[src/rtl/acl_slotreq_pkg.sv]
// Package: shared field positions and request pairing for the slot scheduler.
// Assumes slot 1 carries requests for slot 3 at its highest request bit.
package acl_slotreq_pkg;
    // Bit of slot 1 holding the request for output slot 3.
    localparam int REQ_MSB  = 11;
    // Lowest bit of the echoed register index in slot 1.
    localparam int IDX_LSB  = 12;
    // Number of request pairs that must agree.
    localparam int N_PAIRS  = 3;
    // Pair members as enable-vector indices (0 = slot 3): 3/4, 7/8, 6/9.
    localparam int PAIR_A [N_PAIRS] = '{0, 4, 3};
    localparam int PAIR_B [N_PAIRS] = '{1, 5, 6};
endpackage

[src/rtl/acl_req_decode.sv]
// Module: acl_req_decode
// Turns the active-low request field of slot 1 into an active-high enable
// vector and flags any request pair whose members disagree.
// Assumes: purely combinational, requests start at REQ_MSB and descend.
module acl_req_decode
    import acl_slotreq_pkg::*;
#(
    parameter int SLOT_W = 20,
    parameter int N_REQ  = 7,
    parameter int N_OUT  = 10
) (
    input  logic [SLOT_W-1:0] slot1,
    output logic [N_OUT-1:0]  req_vec,
    output logic              pair_bad
);
    logic [N_PAIRS-1:0] mism;

    // Implemented slots invert the request bit; the rest stay off.
    for (genvar k = 0; k < N_OUT; k++) begin : g_req
        if (k < N_REQ) begin : g_impl
            assign req_vec[k] = ~slot1[REQ_MSB-k];
        end else begin : g_none
            assign req_vec[k] = 1'b0;
        end
    end

    // One mismatch detector per channel pair.
    for (genvar p = 0; p < N_PAIRS; p++) begin : g_pair
        assign mism[p] = req_vec[PAIR_A[p]] ^ req_vec[PAIR_B[p]];
    end

    assign pair_bad = |mism;
endmodule

[src/rtl/acl_frame_stage.sv]
// Module: acl_frame_stage
// Stages decoded requests when status slots arrive and applies them to the
// output enables on frame_end; output holds for the whole next frame.
// Assumes: load and frame_end are single-cycle strobes; before the first
// load after reset, frame_end leaves the enables cleared.
module acl_frame_stage #(
    parameter int N_REQ = 7,
    parameter int N_OUT = 10
) (
    input  logic             clk,
    input  logic             rst_n,
    input  logic             load,
    input  logic [N_OUT-1:0] req_vec,
    input  logic             frame_end,
    input  logic             fixed_rate,
    output logic [N_OUT-1:0] slot_en
);
    localparam int N_OFF = N_OUT - N_REQ;
    localparam logic [N_OUT-1:0] ALL_ON = {{N_OFF{1'b0}}, {N_REQ{1'b1}}};

    logic [N_OUT-1:0] staged;
    logic             have_frame;

    // Capture requests of the current input frame.
    always_ff @(posedge clk) begin
        if (!rst_n) begin
            staged     <= '0;
            have_frame <= 1'b0;
        end else if (load) begin
            staged     <= req_vec;
            have_frame <= 1'b1;
        end
    end

    // Apply staged requests (or the fixed-rate set) at the frame boundary.
    always_ff @(posedge clk) begin
        if (!rst_n) begin
            slot_en <= '0;
        end else if (frame_end && have_frame) begin
            slot_en <= fixed_rate ? ALL_ON : staged;
        end
    end
endmodule

[src/rtl/acl_status_capture.sv]
// Module: acl_status_capture
// Captures the echoed register index and read data when both status slots
// are tagged valid, pulses rd_done and manages the pending-read flag.
// Assumes: read data is top-aligned in slot 2; a new issue beats a clear.
module acl_status_capture
    import acl_slotreq_pkg::*;
#(
    parameter int SLOT_W = 20,
    parameter int IDX_W  = 7,
    parameter int DATA_W = 16
) (
    input  logic              clk,
    input  logic              rst_n,
    input  logic              load,
    input  logic              tag1,
    input  logic              tag2,
    input  logic [SLOT_W-1:0] slot1,
    input  logic [SLOT_W-1:0] slot2,
    input  logic              rd_issue,
    output logic              rd_done,
    output logic [IDX_W-1:0]  rd_index,
    output logic [DATA_W-1:0] rd_data,
    output logic              rd_pending
);
    localparam int IDX_MSB = IDX_LSB + IDX_W - 1;

    logic hit;
    assign hit = load && tag1 && tag2;

    // Register index and data capture with completion pulse.
    always_ff @(posedge clk) begin
        if (!rst_n) begin
            rd_done  <= 1'b0;
            rd_index <= '0;
            rd_data  <= '0;
        end else begin
            rd_done <= hit;
            if (hit) begin
                rd_index <= slot1[IDX_MSB:IDX_LSB];
                rd_data  <= slot2[SLOT_W-1 -: DATA_W];
            end
        end
    end

    // Pending-read flag: set by the command side, cleared by completion.
    always_ff @(posedge clk) begin
        if (!rst_n) begin
            rd_pending <= 1'b0;
        end else if (rd_issue) begin
            rd_pending <= 1'b1;
        end else if (hit) begin
            rd_pending <= 1'b0;
        end
    end
endmodule

[src/rtl/acl_slotreq_sched.sv]
// Module: acl_slotreq_sched (top)
// Decodes the two status slots of each input frame: schedules next-frame
// output slot enables, checks request pairing, and completes register reads.
// Assumes: slot words and tags are stable in the in_valid cycle; frame_end
// is not asserted in the same cycle as in_valid.
module acl_slotreq_sched #(
    parameter int SLOT_W = 20,
    parameter int IDX_W  = 7,
    parameter int DATA_W = 16,
    parameter int N_REQ  = 7,
    parameter int N_OUT  = 10
) (
    input  logic              clk,
    input  logic              rst_n,
    input  logic              in_valid,
    input  logic              in_tag_s1,
    input  logic              in_tag_s2,
    input  logic [SLOT_W-1:0] in_slot1,
    input  logic [SLOT_W-1:0] in_slot2,
    input  logic              frame_end,
    input  logic              fixed_rate,
    input  logic              rd_issue,
    output logic [N_OUT-1:0]  slot_en,
    output logic              pair_err,
    output logic              rd_pending,
    output logic              rd_done,
    output logic [IDX_W-1:0]  rd_index,
    output logic [DATA_W-1:0] rd_data
);
    logic [N_OUT-1:0] req_vec;
    logic             pair_bad;

    acl_req_decode #(
        .SLOT_W(SLOT_W), .N_REQ(N_REQ), .N_OUT(N_OUT)
    ) u_decode (
        .slot1   (in_slot1),
        .req_vec (req_vec),
        .pair_bad(pair_bad)
    );

    acl_frame_stage #(
        .N_REQ(N_REQ), .N_OUT(N_OUT)
    ) u_stage (
        .clk       (clk),
        .rst_n     (rst_n),
        .load      (in_valid),
        .req_vec   (req_vec),
        .frame_end (frame_end),
        .fixed_rate(fixed_rate),
        .slot_en   (slot_en)
    );

    acl_status_capture #(
        .SLOT_W(SLOT_W), .IDX_W(IDX_W), .DATA_W(DATA_W)
    ) u_capture (
        .clk       (clk),
        .rst_n     (rst_n),
        .load      (in_valid),
        .tag1      (in_tag_s1),
        .tag2      (in_tag_s2),
        .slot1     (in_slot1),
        .slot2     (in_slot2),
        .rd_issue  (rd_issue),
        .rd_done   (rd_done),
        .rd_index  (rd_index),
        .rd_data   (rd_data),
        .rd_pending(rd_pending)
    );

    // Sticky protocol error on any disagreeing request pair.
    always_ff @(posedge clk) begin
        if (!rst_n) begin
            pair_err <= 1'b0;
        end else if (in_valid && pair_bad) begin
            pair_err <= 1'b1;
        end
    end
endmodule

[config.mk]
export PLATFORM = sky130hd
export DESIGN_NAME = acl_slotreq_sched
export DESIGN_NICKNAME = d
export VERILOG_FILES = /design/src/rtl/acl_slotreq_pkg.sv /design/src/rtl/acl_req_decode.sv /design/src/rtl/acl_frame_stage.sv /design/src/rtl/acl_status_capture.sv /design/src/rtl/acl_slotreq_sched.sv
export SDC_FILE = /design/constraint.sdc
export NUM_CORES = 1
export LEC_CHECK = 0
export CAP_MARGIN = 15
export CORE_ASPECT_RATIO = 0.7
export CORE_MARGIN = 3
export CORE_UTILIZATION = 44
export CTS_BUF_LIST = sky130_fd_sc_hd__clkbuf_4 sky130_fd_sc_hd__clkbuf_8
export CTS_CLUSTER_DIAMETER = 80
export DETAILED_ROUTE_END_ITERATION = 16
export PLACE_DENSITY = 0.83
export SYNTH_ARGS = -nofsm -noshare
export SYNTH_HDL_FRONTEND = slang
export SYNTH_HIERARCHICAL = 1
export SYNTH_SLANG_ARGS = --single-unit
[constraint.sdc]
create_clock -name clk -period 0.95 [get_ports clk]
set_input_delay 0.19 -clock clk [delete_from_list [all_inputs] [get_ports clk]]
set_output_delay 0.19 -clock clk [all_outputs]
set_load 0.005 [all_outputs]
==> results of run 1 <==
-- final cells by class --
type	count	area, µm²	area share [%]
sequential	47	987	34.0
multi-input combinational	128	861	29.7
timing repair buffer	93	857	29.5
clock buffer	6	76.3	2.63
tap	52	65.1	2.24
clock inverter	1	30.0	1.03
inverter	7	26.3	0.905
-- metrics by stage --
step / total power [mW] / instance area, µm² / setup slack, ns / cells / TNS, ns
floorplan: 2.44 / 1960 / 0.0594 / 199 / 0
global placement: 2.78 / 2750 / -0.392 / 320 / -18.31
detailed placement: 2.79 / 2750 / -0.441 / 320 / -19.05
CTS: 4.17 / 2800 / 0.0143 / 333 / 0
global route: 4.37 / 2900 / -0.00627 / 334 / -0.0163
finish: 4.18 / 2900 / 0.0246 / 334 / 0
-- worst register-to-register path: cells and delay by family, from the launching register on --
family | cells | cell delay, ns
AND/OR/NAND/NOR | 1 | 0.18
buffers and inverters | 1 | 0.13
AO/OA/AOI/OAI | 1 | 0.16
flip-flops | 1 | 0.34
-- worst max path at each step --
stage | depth (start not counted) | end | startpoint | slack (ns)
2_1_floorplan | 4 | u_capture/rd_done | in_tag_s2 | 0.06
3_3_place_gp | 4 | u_capture/rd_data[8] | in_valid | -0.39
3_5_place_dp | 4 | u_capture/rd_data[0] | in_valid | -0.44
4_1_cts | 1 | rd_data[0] | u_capture/rd_data[0] | 0.01
5_1_grt | 1 | rd_data[4] | u_capture/rd_data[4] | -0.006
6_report | 1 | rd_data[0] | u_capture/rd_data[0] | 0.02
-- state kept, by name, indices dropped and copies added, names as in the netlist --
signal / count
u_stage/have_frame: 1
u_capture/rd_pending: 1
u_stage/staged: 10
u_capture/rd_done: 1
u_capture/rd_index: 7
u_capture/rd_data: 16
u_stage/slot_en: 10
pair_err: 1
-- power breakdown --
part	total [mW]	internal (mW)	switching, mW
combinational	0.633	0.389	0.244
sequential	2.13	2.07	0.0523
clock	1.42	0.800	0.617
-- synthesized netlist by cell type --
| master | n | area, µm² |
|---|---|---|
| buf_2 | 4 | 20.0 |
| dfxtp_1 | 47 | 941 |
| mux2i_1 | 33 | 330 |
| and3_1 | 1 | 6.26 |
| buf_6 | 2 | 22.5 |
| and2_1 | 1 | 6.26 |
| nand3_1 | 1 | 5.00 |
| xnor2_1 | 3 | 26.3 |
| nand2_1 | 48 | 180 |
| o21a_1 | 4 | 30.0 |
| o311a_1 | 7 | 70.1 |
| nor2b_1 | 11 | 68.8 |
| a21o_1 | 7 | 52.6 |
| a21oi_1 | 1 | 5.00 |
| and4b_1 | 3 | 30.0 |
| conb_1 | 1 | 3.75 |
| a21boi_1 | 3 | 22.5 |
| o21ai_1 | 1 | 5.00 |
| clkbuf_1 | 3 | 11.3 |
| inv_1 | 7 | 26.3 |
| buf_4 | 6 | 45.0 |
| buf_12 | 1 | 20.0 |
| nand2_2 | 1 | 6.26 |
| buf_8 | 1 | 15.0 |
-- kinds of logic (layout without fill, tap and decap cells) --
| logic type | after synthesis | after routing | share of synthesized area [%] |
|---|---|---|---|
| other | 1 | 3 | 0.192 |
| XOR/XNOR | 3 | 3 | 1.35 |
| AND/OR/NAND/NOR | 66 | 66 | 15.5 |
| flip-flops | 47 | 47 | 48.3 |
| AO/OA/AOI/OAI | 23 | 23 | 9.50 |
| multiplexers | 33 | 33 | 16.9 |
| buffers and inverters | 24 | 107 | 8.22 |
-- layer usage --
metal  global-route usage, %  up-vias  routed length, µm
met5                       0        -                  0
met4                    5.42        0                 46
met3                    4.35        4                262
met2                    27.5       42               1980
met1                    25.2      734               2210
li1                        -      819                  -
-- repair_timing --
action                                  in CTS  in global routing
buffers inserted                             4                  1
gates resized for setup                    194                 18
gates cloned                                 2                  0
endpoints found under the setup margin      82                 22
pin swaps                                    5                  0
==> run_results.csv, run 1 <==
group,metric,value,unit
status,status,"finished, final reports clean",
routing,drt_iter0_markers,34,
floorplan,die_w,85.6,µm
setup_path,startpoint_type,"flop",
timing,fmax,1080,MHz
min_path,hold_path_class,"in2reg",
global_route,grt_pass1_wl,7360,µm
setup_path,critPathMaxStageDelay,0.33,ns
clock_tree,cts_buffer_depth,2,
global_route,gr-usage-all-layers,17.9,%
timing,period_minus_slack,0.925,ns
setup_path,cp.arrival,0.74,ns
setup_path,crit_type,"reg2out",
layout,n_antenna_cell,0,
routing,post-route-drc-count,0,
timing,finalMaxSlewViolations,0,
timing,setup_viol,0,
routing,first_pass_iters,4,
setup_path,end_kind,"primary output",
global_route,antenna_found_initial,0,
global_route,grt_pass1_vias,1475,
synth,synth.yosys.seq_area_share,48.3,%
setup_path,ff2ff_path_depth,3,
floorplan,coreArea,4090,µm²
min_path,worstHoldPathCells,3,
synth,yosysWarnings,6,
synth,postSynthAreaPerCell,9.90,µm²
routing,ant_nets,0,
placed_design,io_buffers,73,
min_path,worst_hold_path.endpoint,"u_stage/slot_en[2]",
layout,nets,330,
min_path,hp-start,"rst_n",
synth,syn_inst,197,
layout,final_core_util,71.0,%
setup_path,cp.required,0.76,ns
global_route,grt_max_degree,28,
layout,layout_common_cells,"nand2_1, dfxtp_2, mux2i_1, clkdlybuf4s50_1, buf_2",
timing,rsz0062_at_grt,"true",
clock_tree,clk-insertion-delay-late,0.29,ns
floorplan,io_pins,84,
clock_tree,ctsHoldBuffers,0,
setup_path,cp_max_fo,2,
run,maxCapViolCount,0,
routing,vias_per_cell,4.79,
clock_tree,root_buffer,"clkbuf_8",
power_and_ir_drop,ir_drop,0.990,mV
clock_tree,clk_pin_slew_worst_paths,0.09,ns
routing,wl_per_cell,13.5,µm
clock_tree,clock_sinks,47,
timing,skew,0.00751,ns
timing,hold_viol,0,
floorplan,die_h,61.7,µm
synth,netlist_area,1950,µm²
floorplan,die_area,5280,µm²
synth,synth-seq-cells,47,
power_and_ir_drop,power.density,1440,nW/µm²
setup_path,path_cells,"buf_2",
power_and_ir_drop,power.leakage,1.36,nW
clock_tree,htreeDepth,2,
placed_design,place.gp.congestion,0.701,
timing,post-route-period-util,97.4,%
setup_path,regToRegStartpoint,"u_stage/have_frame",
setup_path,path_buf_inv,1,
clock_tree,cts_tree,"done",
layout,fillCellCount,335,
timing,hold_ws,0.347,ns
synth,synth.distinct_cells,24,
layout,syn2layout_area_growth,48.9,%
setup_path,worst-r2r-setup-slack,0.05,ns
global_route,grt_overflow_total,0,
routing,vias,1599,
layout,layout_commonest_cell,"nand2_1",
layout,drive_above_1_share,36.5,%
floorplan,start_util,47.7,%
setup_path,slowest_stage,"dfxtp_2",
setup_path,crit_family,"flip-flops",
floorplan,row_count,19,
clock_tree,cts_made_buffers,5,
placed_design,dp_hpwl,3050,µm
setup_path,worstReg2RegEnd,"u_stage/slot_en[9]",
routing,wl,4500,µm
(Power assumes the default switching activity.)
==> inputs of run 2 (changes only) <==
--- a/config.mk
+++ b/config.mk
@@ -12,6 +12,7 @@
 export CTS_BUF_LIST = sky130_fd_sc_hd__clkbuf_4 sky130_fd_sc_hd__clkbuf_8
 export CTS_CLUSTER_DIAMETER = 80
 export DETAILED_ROUTE_END_ITERATION = 16
+export HOLD_SLACK_MARGIN = 0.15
 export PLACE_DENSITY = 0.83
 export SYNTH_ARGS = -nofsm -noshare
 export SYNTH_HDL_FRONTEND = slang
==> results of run 2 <==
The final DEF is identical to that of run 1; final timing and power are the same.
==> inputs of run 3 (changes only) <==
--- a/config.mk
+++ b/config.mk
@@ -12,6 +12,7 @@
 export CTS_BUF_LIST = sky130_fd_sc_hd__clkbuf_4 sky130_fd_sc_hd__clkbuf_8
 export CTS_CLUSTER_DIAMETER = 80
 export DETAILED_ROUTE_END_ITERATION = 16
+export GPL_ROUTABILITY_DRIVEN = 0
 export HOLD_SLACK_MARGIN = 0.15
 export PLACE_DENSITY = 0.83
 export SYNTH_ARGS = -nofsm -noshare
==> results of run 3 <==
The final DEF is identical to that of run 1; final timing and power are the same.
